### src/rtl/omega_pkg.sv
package omega_pkg;

   typedef enum logic {
      SW_STRAIGHT = 1'b0,
      SW_CROSSED  = 1'b1
   } sw_mode_e;

   // line number after the shuffle wiring: rotate left by one bit
   function automatic int unsigned shuffle_line(input int unsigned line, input int unsigned width);
      int unsigned mask;
      mask = (32'd1 << width) - 1;
      return ((line << 1) | (line >> (width - 1))) & mask;
   endfunction

endpackage

### src/rtl/omega_switch2.sv
module omega_switch2
   import omega_pkg::*;
#(
   parameter int LANE_W  = 18,
   parameter int VLD_POS = 17,
   parameter int SRC_LO  = 11,
   parameter int DST_LO  = 8,
   parameter int BIT     = 2
) (
   input  logic [LANE_W-1:0] up_i,
   input  logic [LANE_W-1:0] lo_i,
   output logic [LANE_W-1:0] up_o,
   output logic [LANE_W-1:0] lo_o,
   output logic              lo_blk_o
);

   logic              up_v;
   logic              lo_v;
   logic              up_need;
   logic              lo_need;
   sw_mode_e          mode;
   logic [LANE_W-1:0] lo_eff;

   always_comb begin
      up_v     = up_i[VLD_POS];
      lo_v     = lo_i[VLD_POS];
      up_need  = up_i[SRC_LO+BIT] ^ up_i[DST_LO+BIT];
      lo_need  = lo_i[SRC_LO+BIT] ^ lo_i[DST_LO+BIT];
      lo_blk_o = up_v & lo_v & (up_need ^ lo_need);
      if (up_v)      mode = sw_mode_e'(up_need);
      else if (lo_v) mode = sw_mode_e'(lo_need);
      else           mode = SW_STRAIGHT;
      lo_eff = lo_blk_o ? '0 : lo_i;
      if (mode == SW_CROSSED) begin
         up_o = lo_eff;
         lo_o = up_i;
      end else begin
         up_o = up_i;
         lo_o = lo_eff;
      end
   end

endmodule

### src/rtl/omega_stage.sv
module omega_stage
   import omega_pkg::*;
#(
   parameter int N_PORTS = 8,
   parameter int IDX_W   = 3,
   parameter int DATA_W  = 8,
   parameter int STAGE   = 0
) (
   input  logic                              clk,
   input  logic                              rst_n,
   input  logic [N_PORTS*(DATA_W+3*IDX_W+1)-1:0] lane_i,
   input  logic [N_PORTS-1:0]                blk_i,
   output logic [N_PORTS*(DATA_W+3*IDX_W+1)-1:0] lane_o,
   output logic [N_PORTS-1:0]                blk_o
);

   localparam int DST_LO  = DATA_W;
   localparam int SRC_LO  = DATA_W + IDX_W;
   localparam int ORG_LO  = DATA_W + 2*IDX_W;
   localparam int VLD_POS = DATA_W + 3*IDX_W;
   localparam int LW      = VLD_POS + 1;
   localparam int N_SW    = N_PORTS / 2;
   localparam int BIT     = IDX_W - 1 - STAGE;

   logic [N_PORTS*LW-1:0] shuf;
   logic [N_PORTS*LW-1:0] sw_out;
   logic [N_SW-1:0]       lo_blk;
   logic [IDX_W-1:0]      lo_org [N_SW];
   logic [N_PORTS-1:0]    blk_nxt;
   logic [N_PORTS-1:0]    vld_in;
   logic [N_PORTS-1:0]    vld_sw;

   for (genvar i = 0; i < N_PORTS; i++) begin : g_wire
      localparam int unsigned J = shuffle_line(i, IDX_W);
      assign shuf[J*LW +: LW] = lane_i[i*LW +: LW];
      assign vld_in[i] = lane_i[i*LW + VLD_POS];
      assign vld_sw[i] = sw_out[i*LW + VLD_POS];
   end

   for (genvar s = 0; s < N_SW; s++) begin : g_sw
      omega_switch2 #(
         .LANE_W (LW),
         .VLD_POS(VLD_POS),
         .SRC_LO (SRC_LO),
         .DST_LO (DST_LO),
         .BIT    (BIT)
      ) u_sw (
         .up_i    (shuf[(2*s)*LW +: LW]),
         .lo_i    (shuf[(2*s+1)*LW +: LW]),
         .up_o    (sw_out[(2*s)*LW +: LW]),
         .lo_o    (sw_out[(2*s+1)*LW +: LW]),
         .lo_blk_o(lo_blk[s])
      );
      assign lo_org[s] = shuf[(2*s+1)*LW + ORG_LO +: IDX_W];
   end

   always_comb begin
      blk_nxt = blk_i;
      for (int s = 0; s < N_SW; s++) begin
         if (lo_blk[s]) blk_nxt[lo_org[s]] = 1'b1;
      end
   end

   always_ff @(posedge clk or negedge rst_n) begin
      if (!rst_n) begin
         lane_o <= '0;
         blk_o  <= '0;
      end else begin
         lane_o <= sw_out;
         blk_o  <= blk_nxt;
      end
   end

   // every valid transfer entering the column is either forwarded or refused
   a_r4_conserve: assert property (@(posedge clk) disable iff (!rst_n)
      $countones(vld_in) == $countones(vld_sw) + $countones(lo_blk));

   // a blocked flag raised in an earlier column is carried forward
   a_r5_blk_kept: assert property (@(posedge clk) disable iff (!rst_n)
      ($past(blk_i) & ~blk_o) == '0);

endmodule

### src/rtl/omega_net.sv
module omega_net
   import omega_pkg::*;
#(
   parameter int N_PORTS = 8,
   parameter int DATA_W  = 8
) (
   input  logic                                clk,
   input  logic                                rst_n,
   input  logic [N_PORTS-1:0]                  in_valid,
   input  logic [N_PORTS*$clog2(N_PORTS)-1:0]  in_src,
   input  logic [N_PORTS*$clog2(N_PORTS)-1:0]  in_dst,
   input  logic [N_PORTS*DATA_W-1:0]           in_data,
   output logic [N_PORTS-1:0]                  out_valid,
   output logic [N_PORTS*DATA_W-1:0]           out_data,
   output logic [N_PORTS-1:0]                  out_blocked
);

   localparam int IDX_W   = $clog2(N_PORTS);
   localparam int N_STG   = IDX_W;
   localparam int DST_LO  = DATA_W;
   localparam int ORG_LO  = DATA_W + 2*IDX_W;
   localparam int VLD_POS = DATA_W + 3*IDX_W;
   localparam int LW      = VLD_POS + 1;

   if (N_PORTS < 2 || (N_PORTS & (N_PORTS - 1)) != 0) begin : g_bad_ports
      $error("omega_net: N_PORTS must be a power of two, at least 2");
   end
   if (DATA_W < 1) begin : g_bad_data
      $error("omega_net: DATA_W must be at least 1");
   end

   logic [N_PORTS*LW-1:0] lane_c [N_STG+1];
   logic [N_PORTS-1:0]    blk_c  [N_STG+1];

   for (genvar i = 0; i < N_PORTS; i++) begin : g_in
      localparam logic [IDX_W-1:0] ORG = IDX_W'(i);
      assign lane_c[0][i*LW +: LW] = in_valid[i]
         ? {1'b1, ORG, in_src[i*IDX_W +: IDX_W], in_dst[i*IDX_W +: IDX_W], in_data[i*DATA_W +: DATA_W]}
         : '0;
   end
   assign blk_c[0] = '0;

   for (genvar k = 0; k < N_STG; k++) begin : g_stg
      omega_stage #(
         .N_PORTS(N_PORTS),
         .IDX_W  (IDX_W),
         .DATA_W (DATA_W),
         .STAGE  (k)
      ) u_stage (
         .clk   (clk),
         .rst_n (rst_n),
         .lane_i(lane_c[k]),
         .blk_i (blk_c[k]),
         .lane_o(lane_c[k+1]),
         .blk_o (blk_c[k+1])
      );
   end

   for (genvar j = 0; j < N_PORTS; j++) begin : g_out
      assign out_valid[j] = lane_c[N_STG][j*LW + VLD_POS];
      assign out_data[j*DATA_W +: DATA_W] = out_valid[j] ? lane_c[N_STG][j*LW +: DATA_W] : '0;

      // a delivered transfer sits on the port named by its destination
      a_r2_dest_match: assert property (@(posedge clk) disable iff (!rst_n)
         out_valid[j] |-> (lane_c[N_STG][j*LW + DST_LO +: IDX_W] == IDX_W'(j)));

      // a delivered transfer is never also reported as refused
      a_r5_winner_free: assert property (@(posedge clk) disable iff (!rst_n)
         out_valid[j] |-> !out_blocked[lane_c[N_STG][j*LW + ORG_LO +: IDX_W]]);
   end

   assign out_blocked = blk_c[N_STG];

endmodule

### config.mk
export PLATFORM = sky130hd
export DESIGN_NAME = omega_net
export DESIGN_NICKNAME = d
export VERILOG_FILES = /design/src/rtl/omega_pkg.sv /design/src/rtl/omega_switch2.sv /design/src/rtl/omega_stage.sv /design/src/rtl/omega_net.sv
export SDC_FILE = /design/constraint.sdc
export NUM_CORES = 1
export LEC_CHECK = 0
export ABC_CLOCK_PERIOD_IN_PS = 3100
export BUFFER_PORTS_ARGS = -buffer_cell sky130_fd_sc_hd__buf_2
export CORE_UTILIZATION = 45
export CTS_CLUSTER_SIZE = 25
export DETAILED_ROUTE_END_ITERATION = 10
export PLACE_DENSITY = 0.66
export SYNTH_ARGS = -nofsm -noshare
export SYNTH_HDL_FRONTEND = slang
export SYNTH_SLANG_ARGS = --single-unit
### constraint.sdc
create_clock -name clk -period 3.1 [get_ports clk]
set_clock_uncertainty 0.2 [all_clocks]
set_input_delay 0.31 -clock clk [delete_from_list [all_inputs] [get_ports clk]]
set_output_delay 0.31 -clock clk [all_outputs]
set_load 0.1 [all_outputs]
==> summary.md, run 1 <==
The run finished with clean final reports. Counting the fill cells in the layout gives 2239. The synthesized design devotes to its leading area cell type 57.3% of total area.

The maximum number of pins on one net before global-route repair is 74. Yosys attributes the largest share of cell area to dfrtp_1 57%, mux2i_1 6.4%, o21ai_0 3.5%, and2_1 3.4%, mux2_4 3.3%. Once the floorplan was initialized, standard cells occupied 46.4% of the core.

The share of total power dissipated in sequential elements is 39.3%. Switching power share of the total: 36.7%. The critical path arrival came out at 3.16 ns. Across the run, the number of max-cap violations was 0.

TritonCTS built the clock tree. The run gives 29700 um2 as the die outline area. The floorplan has 61 rows. The worst hold slack after final layout came out at 0.0506 ns.

STA classifies the critical path startpoint as a primary input. Via count: 9219. Routability-driven placement finished with a final weighted congestion of 0.817. Global routing used 22.9% of the available tracks across all layers.

The clock period minus worst slack was 2.92 ns; the area growth from synthesis to layout was 28.7%. Of the available clock period, the critical path in the final layout requires 94.1%. Summing every instance area after synthesis gives 13100 um2. For the pin with the worst max-slew slack, the measured transition is 1.19 ns. Combinational logic burns 31.5% of the power. The sequential share of the synthesized area is 57.3%, and the aggregate routed wire length is 33100 um. The endpoint identified for the worst register-to-register timing path is g_stg[2].u_stage.lane_o[115]$_DFF_PN0_. Cell at the root of the clock tree: clkbuf_16.

In this run the static leakage power is 8.13 nW. The net count of the finished layout is 1534. Async set-or-reset flop fraction in the synthesized netlist: 100%.

In this run, synthesis produced a sequential element count of 299. In this run the worst hold path is classified as in -> reg. The die span in y is 172 um, and the maximum buffer depth of the clock tree is 3. Setup repair after global routing left no endpoint under its margin. Derived from the worst setup path, the maximum achievable clock frequency is 343 MHz. By startpoint and endpoint, the worst setup path is classified as in -> reg.

Startpoint of the worst-slack reg-to-reg timing path: g_stg[1].u_stage.lane_o[134]$_DFF_PN0_. Yosys printed 0 warnings. The internal power summed over all cells is 7.84 mW.

Setup violations remaining at the end of the flow were counted as 0. In this run the worst path has a maximum fanout of 13. The tools report the maximum level of the CTS H-tree as 1. For the worst flop-to-flop path, the logic depth is 4. Once the clock tree was built, the setup fixing pass inserted 0 buffers. For this run, the leading register cell type out of synthesis is dfrtp_1. Using the TritonRoute via totals, the vias-per-cell ratio works out to 5.09.

The average cell area after synthesis works out to 12.0 um2. In the final routed layout, each cell accounts on average for 18.2 um. In the synthesized netlist, the number of instances is 1086. The tools report the first-iteration detailed-routing DRC count as 681. The netlist uses 42 different library cells. The number of port buffers came out at 201.

The number of iterations in the first detailed-routing pass is 5, and the count of flip-flops with a built-in enable after synthesis is 0. The cell type with the largest total area after synthesis is dfrtp_1. The logs give 0 for the DRC violation count after routing and 0.56 ns for the clock latency of the later-clocked register in the worst-skew pair.

Setup slack on the worst reg-to-reg path comes out at 0.62 ns. Wire length of the first global-routing pass: 51000 um. The tools report the number of clock sinks seen by CTS as 299. The analysis attributes to net switching a power of 4.55 mW. After routing, the total negative slack on setup checks comes to 0 ns. The most critical setup path has its endpoint at g_stg[0].u_stage.lane_o[4]$_DFF_PN0_. The tools report the initial antenna violation count as 0. The run gives 0 as the number of antenna cells inserted.

Cell with the most instances after synthesis: dfrtp_1. Detailed placement finished with a half-perimeter wire length of 23200 um. The count of nets left with antenna violations once routing finished came out at 0.

The count of final hold-check violations is 0. In this run the tightest slew margin relative to its limit is 20.2%. The number of max-slew violations in the final report is 0, and the die outline width is 172 um. The remaining global-route overflow is 0. Post-CTS clock slew at the launch and capture registers of the worst setup and hold paths: 0.06 ns.

Dividing total power by cell area gives a power density of 737 nW/um2. Via count of the first global-routing pass: 9214. The commonest cells after synthesis are 299 x dfrtp_1, 91 x o21ai_0, 86 x nand2_1.

During I/O placement, the number of pins put on the boundary was 202. The tools report the number of buffers created by CTS as 31. The maximum ir drop on the vdd rail was 0.382 mV. STA puts the critical path data required time at 3.34 ns. The post-route netlist has 25.3% of its cells at a drive strength greater than 1. The critical path starts at in_valid[0]. The region available for standard cell placement spans 28200 um2. For the portion of total power attributed to the clock network, the log shows 29.1%. STA classifies the critical path endpoint as a flop.
-- worst max-delay path: stages --
cell and delay (ns):
dlygate4sd3_1 0.52, buf_2 0.11, inv_1 0.04, nor2_1 0.79, nor2_1 0.50, a22o_1 0.31, dlygate4sd3_1 0.56
-- power groups by stage --
stage                     combinational [mW]  clock (mW)  sequential (mW)
after global routing                    4.14        3.84             4.93
after CTS                               3.90        3.66             4.88
after floorplan                         3.17           0             4.77
after global placement                  3.66           0             4.94
final                                   3.91        3.61             4.87
after detailed placement                3.70           0             4.95
-- metal layers --
metal  share of wire (%)  wire [um]  global-route usage [%]  vias up
li1                    -          -                       -     4305
met1                  44      14400                    31.2     4539
met2                  49      16200                    38.5      310
met3                 4.7       1550                    2.61       65
met4                 2.7        889                    6.69        0
met5                   0          0                       0        -
-- layout make-up --
type,instances,area [um2],area share (%)
well taps,378,473,2.81
clock inverters,8,71.3,0.424
flip-flops and latches,299,7480,44.5
multi-input cells,653,4880,29.1
repair buffers,375,2760,16.4
clock buffers,47,936,5.57
inverters,52,195,1.16
-- worst min-delay path by stage --
stage,from,endpoint,slack [ns],cells past startpoint
2_1_floorplan,rst_n,g_stg[0].u_stage.blk_o[0]$_DFF_PN0_,-0.19,0
3_3_place_gp,rst_n,g_stg[0].u_stage.lane_o[75]$_DFF_PN0_,0.10,1
3_5_place_dp,rst_n,g_stg[0].u_stage.lane_o[75]$_DFF_PN0_,0.12,1
4_1_cts,in_dst[20],g_stg[0].u_stage.lane_o[106]$_DFF_PN0_,0.03,5
5_1_grt,in_dst[17],g_stg[0].u_stage.lane_o[70]$_DFF_PN0_,0.07,5
6_report,in_dst[20],g_stg[0].u_stage.lane_o[106]$_DFF_PN0_,0.05,5
-- sequential cells by signal, indices dropped and copies added, names as in the netlist --
signal and count:
g_stg.u_stage.blk_o 21, g_stg.u_stage.lane_o 278
-- through the flow --
step                      utilization, %  instances  setup WS (ns)  power, mW  instance area (um2)
after floorplan                        -       1087           1.38       7.93                13100
after global placement              50.3       1596          0.445       8.60                14200
after detailed placement            50.3       1596          0.377       8.65                14200
after CTS                           59.6       1812         0.0768       12.4                16800
after global routing                59.7       1812         0.0543       12.9                16800
final                               59.7       1812          0.183       12.4                16800
-- timing repair --
item                                    4_1_cts  5_1_grt
hold endpoints to repair                    176        0
resized for setup                             0        1
hold buffers                                161        0
endpoints found under the setup margin        0        1
-- cell usage in the layout, fill, tap and decap left out, types with 12 or more instances in the layout --
cell / Yosys / final
dfrtp_1: 299 / 299
buf_2: 20 / 200
dlygate4sd3_1: 0 / 161
o21ai_0: 91 / 91
nand2_1: 86 / 86
mux2i_1: 84 / 84
and2_1: 72 / 72
inv_1: 52 / 52
nand3_1: 51 / 51
a22o_1: 48 / 48
mux2_2: 32 / 32
clkbuf_16: 0 / 31
mux2_4: 29 / 29
xnor2_1: 24 / 23
nor2_1: 16 / 15
nand2b_1: 14 / 14
a21boi_1: 12 / 12
a21boi_2: 12 / 12
-- cells by family after synthesis --
family	synth area share (%)
AOI/OAI and AO/OA	10.3
xor gates and xnor gates	3.26
buffers and inverters	5.45
DFF	57.3
muxes	13.1
other	0.0287
and+or+nand+nor	10.5
(Power assumes the default switching activity.)
==> run 2, diff against run 1 <==
--- a/config.mk
+++ b/config.mk
@@ -8,9 +8,10 @@
 export ABC_CLOCK_PERIOD_IN_PS = 3100
 export BUFFER_PORTS_ARGS = -buffer_cell sky130_fd_sc_hd__buf_2
+export CORE_ASPECT_RATIO = 0.8
 export CORE_UTILIZATION = 45
 export CTS_CLUSTER_SIZE = 25
 export DETAILED_ROUTE_END_ITERATION = 10
-export PLACE_DENSITY = 0.66
 export SYNTH_ARGS = -nofsm -noshare
 export SYNTH_HDL_FRONTEND = slang
+export SYNTH_HIERARCHICAL = 1
 export SYNTH_SLANG_ARGS = --single-unit
==> constraint.sdc (replaced) <==
create_clock -name clk -period 3.1 [get_ports clk]
set_clock_uncertainty 0.2 [all_clocks]
set_input_delay 0.465 -clock clk [delete_from_list [all_inputs] [get_ports clk]]
set_output_delay 0.465 -clock clk [all_outputs]
set_load 0.1 [all_outputs]
==> run 2 against run 1 <==
Net effect:
- combinational power up 19%
- register-to-register slack better by 0.08 ns
- sequential share of layout area up 0.18 points
- setup slack better by 0.51 ns
- global-route usage up 0.22 points
- critical endpoint is now out_data[31]
- largest power group unchanged
==> summary.md, run 2 <==
The worst hold slack after final layout was 0.0697 ns (was 0.0506 ns). Setup repair after global routing left no endpoint under its margin. The via count was 10700 (was 9219). Area growth from synthesis to layout: 12.7% (was 28.7%). The fraction of the cycle the final worst path needs came out at 77.5% (was 94.1%). The most common library cell in the layout ignoring fill and taps is dfrtp_1 (unchanged). The logs give 0 (unchanged) for the remaining global-route overflow and 0.656 mV (was 0.382 mV) for the maximum ir drop on the vdd rail.

The required time at the endpoint of the critical path came out at 2.43 ns (was 3.34 ns). The tools report the startpoint of the worst-slack reg-to-reg timing path as g_stg[1].u_stage/lane_o[83]$_DFF_PN0_ (was g_stg[1].u_stage.lane_o[134]$_DFF_PN0_). The average routed wire per standard cell is 21.7 um (was 18.2 um), and the clock latency of the later-clocked register in the worst-skew pair is 0.56 ns (about the same). The sink of the worst hold path was g_stg[0].u_stage/lane_o[95]$_DFF_PN0_ (was g_stg[0].u_stage.lane_o[106]$_DFF_PN0_).

Initial antenna violation count: 0 (unchanged). TritonCTS built the clock tree. The tools report the kind of end point of the critical path as an output port (was a flop).

Register-to-register setup slack: 0.70 ns (was 0.62 ns). The tools report the via count of the first global-routing pass as 10600 (was 9214). For the total negative slack for setup checks, the log shows 0 ns (unchanged). For the aggregate routed wire length, the log shows 41400 um (was 33100 um). Worst min-delay path class: in -> reg (unchanged). The ratio of cells with drive above 1 in the final layout was 28.1% (was 25.3%).

The run finished with clean final reports. The die span in y is 170 um (was 172 um), and the post-CTS clock slew at the launch and capture registers of the worst setup and hold paths is 0.07 ns (was 0.06 ns). The area of the core was 34100 um2 (was 28200 um2); the boundary pin count was 202 (unchanged).

The final-stage net count came out at 1540 (was 1534). The tools report the critical hold path startpoint as in_data[53] (was in_dst[20]). The instance count after placement with tap cells included was 1849 (was 1596); the number of flip-flops under the largest register name was 294 (was 278). The gate count of the mapped netlist is 1252 (was 1086), and the post-layout total power is 14.1 mW (was 12.4 mW). The number of port buffers is 201 (unchanged). Type of the worst setup path: reg -> out (was in -> reg).

For the post-cts resize count, the log shows 0 (unchanged). The pin slew with the least headroom to its limit was 0.795 ns (was 1.19 ns); the remaining max-slew budget at the tightest pin was 47.0% (was 20.2%). The setup violation total in the final timing report is 0 (unchanged). The leakage power was 8.18 nW (was 8.13 nW); the number of cells traversed by the worst hold path was 3 (was 5). The maximum level of the CTS H-tree is 1 (unchanged), and the critical path arrival is 1.74 ns (was 3.16 ns).

The tools report the area of the multi-input gates as 6910 um2 (was 4880 um2). The critical-path maximum fanout was 9 (was 13); the number of maximum-capacitance constraint violations was 0 (unchanged). The initial cell density of the core came out at 46.4% (about the same). The number of warnings issued by yosys was 6 (was 0); the final-layout fill cell count was 3007 (was 2239).

For the count of final hold-check violations, the log shows 0 (unchanged). Register with the most flip-flops: g_stg.u_stage/lane_o (was g_stg.u_stage.lane_o). The run gives 0 (unchanged) as the number of max-slew violations in the final report.

The endpoint of the worst-slack reg-to-reg timing path is g_stg[2].u_stage/blk_o[2]$_DFF_PN0_ (was g_stg[2].u_stage.lane_o[115]$_DFF_PN0_). The power density relative to cell area came out at 794 nW/um2 (was 737 nW/um2). The logs give 23.1% (was 22.9%) for the total global routing track utilization and 318 (was 299) for the number of clock sinks seen by CTS. The setup fix buffers added after clock tree synthesis is 0 (unchanged). The cell at the root of the clock tree is clkbuf_16 (unchanged). The non-filler instance count after layout came out at 1905 (was 1812). The average cell area after synthesis is 12.6 um2 (was 12.0 um2), and the post-synthesis instance area is 15800 um2 (was 13100 um2). The average via count per standard cell is 5.64 (was 5.09), and the clock period minus worst slack is 2.40 ns (was 2.92 ns). Highest clock frequency the design can meet: 416 MHz (was 343 MHz).

The logs give 5 (unchanged) for the number of iterations in the first detailed-routing pass and 30400 um (was 23200 um) for the half-perimeter wire length after placement. The wire length of the first global-routing pass is 63000 um (was 51000 um), and the number of hold buffers added after CTS is 1 (was 161). The maximum buffer depth of the clock tree was 3 (unchanged). For the number of buffers created by CTS, the log shows 31 (unchanged).

The storage element area is 7960 um2 (was 7480 um2), and the routability congestion estimate from global placement is 0.893 (was 0.817). The tools report the DRC violation count after routing as 0 (unchanged). The die outline width is 211 um (was 172 um), and the remaining antenna violation count after routing is 0 (unchanged). Highest-count cells in the layout ignoring fill and taps: 318 x dfrtp_1, 200 x buf_2, 147 x a22o_1 (was 299 x dfrtp_1, 200 x buf_2, 161 x dlygate4sd3_1). The die outline area was 35900 um2 (was 29700 um2).

Biggest registers after layout: g_stg.u_stage/lane_o: 294 flops, g_stg.u_stage/blk_o: 24 flops (was g_stg.u_stage.lane_o: 278 flops, g_stg.u_stage.blk_o: 21 flops). The sort of element at the start of the critical path is a flop (was a primary input). The row count is 60 (was 61), and the first-iteration detailed-routing DRC count is 899 (was 681). The worst reg2reg path depth was 6 (was 4); the maximum number of pins on one net before global-route repair was 79 (was 74).
==> run 2: changes by cell type in the layout (fill, tap and decap cells not counted), moves of 33 or more <==
cell	delta
a22o_1	+99
nand2_1	-33
o21ai_0	-87
a32o_1	+136
nand3_1	-43
dlygate4sd3_1	-160
mux2i_1	-84
conb_1	+45
and2_1	+39
and2_2	+65
==> run 2: worst max path at each step <==
| stage | depth (start not counted) | from | end |
|---|---|---|---|
| finish | 2 | g_stg[2].u_stage/lane_o[71]$_DFF_PN0_ | out_data[31] |
| detailed placement | 8 | in_valid[7] | g_stg[0].u_stage/blk_o[0]$_DFF_PN0_ |
| global route | 6 | g_stg[1].u_stage/lane_o[80]$_DFF_PN0_ | g_stg[2].u_stage/blk_o[2]$_DFF_PN0_ |
| global placement | 8 | in_valid[2] | g_stg[0].u_stage/blk_o[0]$_DFF_PN0_ |
| CTS | 2 | g_stg[2].u_stage/lane_o[71]$_DFF_PN0_ | out_data[31] |
| floorplan | 9 | in_valid[5] | g_stg[0].u_stage/blk_o[0]$_DFF_PN0_ |
==> run 2: worst max-delay path, cell delays in order, from the launching register on <==
cell,delay (ns)
dfrtp_1,0.51
and2_1,0.22
buf_2,0.44
==> run 2: layout make-up <==
cell class / count / share of cell area [%]
Sequential cell: 318 / 44.7
Multi-Input combinational cell: 831 / 38.8
Timing Repair Buffer: 215 / 6.59
Clock buffer: 43 / 4.95
Tap cell: 465 / 3.27
Clock inverter: 11 / 1.17
Inverter: 21 / 0.443
Antenna cell: 1 / 0.0141
==> run 2: report_power, final <==
| part | switching (mW) | total [mW] | internal, mW |
|---|---|---|---|
| registers | 0.625 | 5.50 | 4.87 |
| logic | 3.30 | 4.64 | 1.33 |
| clock network | 1.53 | 4.00 | 2.46 |
==> run 2: metal layers <==
layer	up-vias	part of all wire, %	global-route usage, %
met5	-	0	0
met2	314	45	35.2
met1	5452	48	34.6
met3	44	5.3	3.83
met4	0	1.8	4.66
li1	4928	-	-
==> run 2: metrics by stage <==
| step | utilization, % | worst slack [ns] | area [um2] |
|---|---|---|---|
| 2_1_floorplan | - | 0.553 | 16000 |
| 3_3_place_gp | 49.0 | 0.391 | 16700 |
| 3_5_place_dp | 49.0 | 0.352 | 16700 |
| 4_1_cts | 52.2 | 0.663 | 17800 |
| 5_1_grt | 52.2 | 0.636 | 17800 |
| 6_report | 52.2 | 0.697 | 17800 |
